$ cat src/rtl/efi_pkg.sv
package efi_pkg;
  localparam int SAMP_W   = 10;
  localparam int NARROW_W = 8;
  localparam int PAD_W    = SAMP_W - NARROW_W;
  localparam int PRE_LEN  = 3;

  typedef logic [SAMP_W-1:0] samp_t;

  typedef struct packed {
    logic f;
    logic v;
    logic h;
  } tflag_t;

  typedef struct packed {
    samp_t y;
    samp_t cb;
    samp_t cr;
  } pix_t;

  // Place an 8-bit sample in the upper bits of the 10-bit internal form
  function automatic samp_t widen(input samp_t d, input logic nar);
    return nar ? {d[NARROW_W-1:0], {PAD_W{1'b0}}} : d;
  endfunction

  function automatic logic top_ones(input samp_t s);
    return &s[SAMP_W-1:PAD_W];
  endfunction

  function automatic logic top_zero(input samp_t s);
    return ~|s[SAMP_W-1:PAD_W];
  endfunction

  function automatic tflag_t status_flags(input samp_t s);
    tflag_t t;
    t.f = s[8];
    t.v = s[7];
    t.h = s[6];
    return t;
  endfunction

  function automatic logic [3:0] prot_of(input tflag_t t);
    return {t.v ^ t.h, t.f ^ t.h, t.f ^ t.v, t.f ^ t.v ^ t.h};
  endfunction

  function automatic logic status_ok(input samp_t s);
    return s[9] && (s[5:2] == prot_of(status_flags(s)));
  endfunction
endpackage

$ cat src/rtl/efi_code_scan.sv
module efi_code_scan
  import efi_pkg::*;
(
  input  logic   clk,
  input  logic   rst_n,
  input  logic   en,
  input  samp_t  din,
  output logic   hit,
  output logic   take,
  output samp_t  word,
  output tflag_t flags,
  output logic   err
);
  samp_t p [PRE_LEN];
  logic  t [PRE_LEN];
  logic  zeros;

  always_comb begin
    zeros = 1'b1;
    for (int i = 0; i < PRE_LEN - 1; i++) zeros = zeros & top_zero(p[i]);
    hit = en & top_ones(p[PRE_LEN-1]) & zeros;
  end

  assign take = t[PRE_LEN-1] & ~hit;
  assign word = p[PRE_LEN-1];

  always_ff @(posedge clk) begin
    if (!rst_n) begin
      for (int i = 0; i < PRE_LEN; i++) begin
        p[i] <= '0;
        t[i] <= 1'b0;
      end
      flags <= '0;
      err   <= 1'b0;
    end else begin
      p[0] <= din;
      t[0] <= en & ~hit;
      for (int i = 1; i < PRE_LEN; i++) begin
        p[i] <= p[i-1];
        t[i] <= t[i-1] & ~hit;
      end
      err <= hit & ~status_ok(din);
      if (hit && status_ok(din)) flags <= status_flags(din);
    end
  end
endmodule

$ cat src/rtl/efi_pair_embed.sv
module efi_pair_embed
  import efi_pkg::*;
(
  input  logic  clk,
  input  logic  rst_n,
  input  logic  realign,
  input  logic  take,
  input  samp_t word,
  output pix_t  pix,
  output logic  vld
);
  logic [1:0] phase;
  samp_t      cb_h, cr_h, y0_h;

  always_ff @(posedge clk) begin
    if (!rst_n) begin
      phase <= 2'd0;
      cb_h  <= '0;
      cr_h  <= '0;
      y0_h  <= '0;
      pix   <= '0;
      vld   <= 1'b0;
    end else begin
      vld <= 1'b0;
      if (realign) begin
        phase <= 2'd0;
      end else if (take) begin
        phase <= phase + 2'd1;
        case (phase)
          2'd0: cb_h <= word;
          2'd1: y0_h <= word;
          2'd2: begin
            cr_h <= word;
            pix  <= '{y: y0_h, cb: cb_h, cr: word};
            vld  <= 1'b1;
          end
          default: begin
            pix <= '{y: word, cb: cb_h, cr: cr_h};
            vld <= 1'b1;
          end
        endcase
      end
    end
  end
endmodule

$ cat src/rtl/efi_ext_path.sv
module efi_ext_path
  import efi_pkg::*;
(
  input  logic   clk,
  input  logic   rst_n,
  input  logic   en,
  input  samp_t  luma,
  input  samp_t  chroma,
  input  logic   eh,
  input  logic   ev,
  input  logic   ef,
  output pix_t   pix,
  output logic   vld,
  output tflag_t flags
);
  logic  odd, pend;
  samp_t ya, y1, cb_h, cr_h;

  always_ff @(posedge clk) begin
    if (!rst_n) begin
      odd   <= 1'b0;
      pend  <= 1'b0;
      ya    <= '0;
      y1    <= '0;
      cb_h  <= '0;
      cr_h  <= '0;
      pix   <= '0;
      vld   <= 1'b0;
      flags <= '0;
    end else begin
      vld   <= 1'b0;
      flags <= '{f: ef, v: ev, h: eh};
      if (!en) begin
        odd  <= 1'b0;
        pend <= 1'b0;
      end else if (eh) begin
        odd <= 1'b0;
        if (pend) begin
          pix  <= '{y: y1, cb: cb_h, cr: cr_h};
          vld  <= 1'b1;
          pend <= 1'b0;
        end
      end else if (!odd) begin
        if (pend) begin
          pix  <= '{y: y1, cb: cb_h, cr: cr_h};
          vld  <= 1'b1;
          pend <= 1'b0;
        end
        ya   <= luma;
        cb_h <= chroma;
        odd  <= 1'b1;
      end else begin
        pix  <= '{y: ya, cb: cb_h, cr: chroma};
        vld  <= 1'b1;
        cr_h <= chroma;
        y1   <= luma;
        pend <= 1'b1;
        odd  <= 1'b0;
      end
    end
  end
endmodule

$ cat src/rtl/embsync_fmt.sv
module embsync_fmt
  import efi_pkg::*;
(
  input  logic              clk,
  input  logic              rst_n,
  input  logic              sync_mode,
  input  logic              narrow,
  input  logic [SAMP_W-1:0] mux_data,
  input  logic [SAMP_W-1:0] luma_in,
  input  logic [SAMP_W-1:0] chroma_in,
  input  logic              ext_h,
  input  logic              ext_v,
  input  logic              ext_f,
  output logic [SAMP_W-1:0] y_out,
  output logic [SAMP_W-1:0] cb_out,
  output logic [SAMP_W-1:0] cr_out,
  output logic              y_vld,
  output logic              cb_vld,
  output logic              cr_vld,
  output logic              h_flag,
  output logic              v_flag,
  output logic              f_flag,
  output logic              prot_err
);
  samp_t  mux_w, luma_w, chroma_w, emb_word;
  logic   code_hit, emb_take, emb_vld, ext_vld;
  pix_t   emb_pix, ext_pix, sel_pix;
  tflag_t emb_flags, ext_flags, sel_flags;

  assign mux_w    = widen(mux_data, narrow);
  assign luma_w   = widen(luma_in, narrow);
  assign chroma_w = widen(chroma_in, narrow);

  efi_code_scan u_scan (
    .clk   (clk),
    .rst_n (rst_n),
    .en    (~sync_mode),
    .din   (mux_w),
    .hit   (code_hit),
    .take  (emb_take),
    .word  (emb_word),
    .flags (emb_flags),
    .err   (prot_err)
  );

  efi_pair_embed u_pair (
    .clk     (clk),
    .rst_n   (rst_n),
    .realign (code_hit),
    .take    (emb_take),
    .word    (emb_word),
    .pix     (emb_pix),
    .vld     (emb_vld)
  );

  efi_ext_path u_ext (
    .clk    (clk),
    .rst_n  (rst_n),
    .en     (sync_mode),
    .luma   (luma_w),
    .chroma (chroma_w),
    .eh     (ext_h),
    .ev     (ext_v),
    .ef     (ext_f),
    .pix    (ext_pix),
    .vld    (ext_vld),
    .flags  (ext_flags)
  );

  assign sel_pix   = sync_mode ? ext_pix : emb_pix;
  assign sel_flags = sync_mode ? ext_flags : emb_flags;

  assign y_out  = sel_pix.y;
  assign cb_out = sel_pix.cb;
  assign cr_out = sel_pix.cr;
  assign y_vld  = sync_mode ? ext_vld : emb_vld;
  assign cb_vld = y_vld;
  assign cr_vld = y_vld;
  assign h_flag = sel_flags.h;
  assign v_flag = sel_flags.v;
  assign f_flag = sel_flags.f;
endmodule

$ cat config.mk
export PLATFORM = sky130hd
export DESIGN_NAME = embsync_fmt
export DESIGN_NICKNAME = d
export VERILOG_FILES = /design/src/rtl/efi_pkg.sv /design/src/rtl/efi_code_scan.sv /design/src/rtl/efi_pair_embed.sv /design/src/rtl/efi_ext_path.sv /design/src/rtl/embsync_fmt.sv
export SDC_FILE = /design/constraint.sdc
export NUM_CORES = 1
export LEC_CHECK = 0
export BUFFER_PORTS_ARGS = -buffer_cell sky130_fd_sc_hd__buf_2
export CAP_MARGIN = 15
export CORE_ASPECT_RATIO = 1.1
export CORE_MARGIN = 3
export CORE_UTILIZATION = 45
export DETAILED_ROUTE_END_ITERATION = 6
export GPL_TIMING_DRIVEN = 1
export PLACE_DENSITY = 0.74
export SLEW_MARGIN = 30
export SYNTH_ARGS = -nofsm -noshare
export SYNTH_HDL_FRONTEND = slang
export SYNTH_HIERARCHICAL = 1
export SYNTH_SLANG_ARGS = --single-unit
$ cat constraint.sdc
create_clock -name clk -period 3.4 [get_ports clk]
set_input_delay 0.51 -clock clk [delete_from_list [all_inputs] [get_ports clk]]
set_output_delay 0.51 -clock clk [all_outputs]
set_load 0.05 [all_outputs]
==> summary.md <==
| Metric | Value |
|---|---|
| Status | complete, no violations |
| CP arrival | 2960 ps |
| # clock sinks | 176 |
| Drt via density | 5.203 |
| TritonCTS Buffers | 17 |
| Number of routed nets with antenna violations | 0 |
| Register area | 3523 sq um |
| Final Hold Violating Endpoints | 0 |
| Mapped cell area | 7812 sq um |
| Hold EP | u_ext/flags[2] |
| Vias in the first global route | 5,132 |
| Slew HR | 0.4441 |
| Post-synth ARST share | 0 |
| Share of layout cells above drive strength 1 | 0.2359 |
| Clock skew | 7.872 ps |
| FF-to-FF setup slack | 740 ps |
| Number of enable flip-flop cells after synthesis | 0 |
| Top Ports | 74 |
| Post-Syn Nets | 794 |
| CP Class | flop to flop |
| Tmin final | 2660 ps |
| Drt total wl | 16.46 mm |
| Max-slew violation count | 0 |
| CP Cell Sequence | nor4_2 > nand3_1 > or4_4 > and2_2 > nand3b_1 > mux2i_1 > nor2b_1 |
| First-pass GRT wire length | 27.01 mm |
| DR vias | 5,338 |
| Leakage Power | 3.978 nW |
| Clock Path Buffers | 2 |
| Fmax | 375.9 MHz |
| Gr usage total | 0.1784 |
| IO buf count | 73 |
| RR Startpoint | u_scan/p[0][3] |
| CP Launch Type | flop |
| Area leader, netlist | dfxtp_1 |
| Ys flop type | dfxtp_1 |
| Synth Register Bits | 176 |
| H-Tree Depth | 4 |
| Cts hold-fix bufs | 0 |
| R2R depth | 7 |
| Crit share post-route | 0.7824 |
| Power Total | 0.004188 W |
| CP Capture Type | flop |
| Die W | 131.6 um |
| Worst-path fanout max | 10 |
| Die area | 18,980 sq um |
| Pin count of the biggest net entering global routing | 91 |
| Min-delay src | ext_f |
| Later-pin clock latency in the skew report | 420 ps |
| Yosys top cell area share | 0.4510 |
| Pwr Density | 484.7 nW/um^2 |
| Cts repair resizes | 0 |
| Max Cap Violations | 0 |
| Slew @ Worst Pin | 833.8 ps |
| Synth warn | 6 |
| Library cells used by synthesis | 47 |
| Core area | 16,680 sq um |
| Critical path's slowest cell | or4_4 |
| Synthesized netlist cell count | 754 |
| Worst R2R End | u_pair/y0_h[6] |
| Residual DRC | 0 |
| # diodes | 0 |
| First-pass DRT Iterations | 5 |
| CTS tree | yes |
| Final core occ | 0.5182 |
| Initial antenna violation count | 0 |
| Post-Syn Area per Cell | 10.36 sq um |
| Final setup fails | 0 |
| Initial Util | 0.4685 |
| DP Cell Count | 996 |
| # Post-CTS Setup Buffers | 0 |
| Area contributors post-synth | dfxtp_1 45%, mux2i_1 8.2%, nand2_1 7.1%, mux2_4 5.6%, o211a_1 5.1% |
| Hold Crit Class | primary input to flop |
| RSZ-0062 raised after global routing | no |
| Row count | 49 |
| Worst EP required | 3700 ps |
| RD Place Congestion | 0.7749 |
| Setup TNS Final | 0 ps |
| Clock-pin transition on the worst setup and hold timing paths | 60 ps |
| Fin cells | 1,026 |
| Die extent in y | 144.2 um |
| Sequential area share after synthesis | 0.4510 |
| WHS Path Cells | 2 |
| Area growth from synthesis to layout | 10.60% |
| Area taken by multi-input logic gates | 3815 sq um |
| Layout fillers | 1,548 |
| Iteration-0 DRC Markers | 380 |
| DP Wirelength | 11.06 mm |
| Overflow after GRT | 0 |
| Worst IR Drop VDD | 0.3420 mV |
| CP peak stage delay | 590 ps |
| NumNets Final | 826 |
| Clock Tree Root | clkbuf_16 |
| Drt wl/cell | 16.04 um |
## where the power goes
group          total [W]  switching, W  internal [W]
sequential       0.00213     0.0000275       0.00210
clock            0.00177      0.000752       0.00102
combinational   0.000286      0.000162      0.000125
total            0.00419      0.000941       0.00325
## critical path: cells and delay by family (launching register included)
kind,cells,cell delay [ps]
flops,1,310
mux,1,270
simple gates,6,1960
## placed cells by master (no fill, tap or decap), types with 2 or more instances in the layout
cell | Yosys | routed
nor3b_1 | 2 | 2
ha_1 | 3 | 3
dfxtp_1 | 176 | 176
mux2_2 | 29 | 29
buf_4 | 15 | 10
clkbuf_8 | 0 | 5
a21oi_1 | 3 | 3
nand3b_1 | 4 | 4
buf_2 | 22 | 72
nor2b_1 | 40 | 40
mux2i_1 | 64 | 64
a21boi_2 | 9 | 9
o21ai_0 | 2 | 2
xnor2_1 | 2 | 2
and3b_1 | 2 | 2
o32a_1 | 20 | 20
and2_1 | 33 | 33
mux2_4 | 29 | 29
inv_1 | 7 | 7
clkbuf_1 | 23 | 2
nand2_1 | 147 | 147
and3_2 | 3 | 3
nor2_1 | 4 | 4
and2_2 | 2 | 2
nand4b_1 | 2 | 2
clkinv_2 | 0 | 5
clkbuf_16 | 0 | 17
a21boi_1 | 40 | 40
nand3_1 | 3 | 3
o211a_1 | 40 | 40
## state kept, by name (all words and copies together) (netlist names)
signal        flops
u_pair/vld        1
u_scan/t          3
u_pair/cr_h      10
u_pair/phase      2
u_ext/pend        1
u_ext/flags       3
u_ext/cb_h       10
u_ext/pix        30
u_ext/odd         1
u_ext/cr_h       10
u_ext/vld         1
u_pair/y0_h      10
u_ext/y1         10
u_scan/err        1
u_pair/cb_h      10
u_scan/flags      3
u_ext/ya         10
u_scan/p         30
u_pair/pix       30
## cell type report
class,count,area share
timing repair buffer,83,0.05271
clock inverter,6,0.003765
inverter,7,0.003041
tap,229,0.03316
clock buffer,24,0.05807
multi-input combinational,501,0.4415
sequential,176,0.4078
## worst max path at each step
stage / start / endpoint / slack [ps] / cells after the start
2_1_floorplan: narrow / u_scan/flags[0] / 800 / 9
3_3_place_gp: narrow / u_scan/flags[1] / 740 / 7
3_5_place_dp: narrow / u_scan/flags[0] / 670 / 7
4_1_cts: u_scan/p[0][3] / u_pair/cb_h[1] / 770 / 7
5_1_grt: u_scan/p[0][25] / u_pair/cb_h[9] / 590 / 7
6_report: u_scan/p[0][3] / u_pair/y0_h[6] / 740 / 7
## cells in the mapped netlist, types with 3 or more instances
master and number:
a21boi_1 40, a21boi_2 9, a21oi_1 3, and2_1 33, and3_2 3, buf_12 3, buf_2 22, buf_4 15
buf_6 7, clkbuf_1 23, dfxtp_1 176, ha_1 3, inv_1 7, mux2_2 29, mux2_4 29, mux2i_1 64
nand2_1 147, nand3_1 3, nand3b_1 4, nor2_1 4, nor2b_1 40, o211a_1 40, o32a_1 20
## per-layer routing
layer | routed length, um | GRT usage
met5 | 0 | 0
met4 | 179 | 0.06025
met3 | 588 | 0.03549
met2 | 7800 | 0.2946
met1 | 7891 | 0.2365
## stage by stage
stage / instance area (sq um) / setup WS [ps] / hold WS [ps]
2_1_floorplan: 7812 / 804.0 / 411.9
3_3_place_gp: 8107 / 742.7 / 414.9
3_5_place_dp: 8107 / 672.0 / 422.6
4_1_cts: 8641 / 770.9 / 273.3
5_1_grt: 8641 / 591.2 / 287.5
6_report: 8641 / 739.9 / 293.5
## cells by family (layout without fill, tap and decap cells)
kind of cell,count (synthesis),after routing,share of synthesized area
and+or+nand+nor,255,255,0.1645
DFF,176,176,0.4510
muxes,122,122,0.1795
AOI/OAI and AO/OA,119,119,0.1373
buffers and inverters,77,120,0.06070
adders and majority gates,3,3,0.004805
xor gates and xnor gates,2,2,0.002243
No activity file was read; power rests on OpenSTA's default activity.
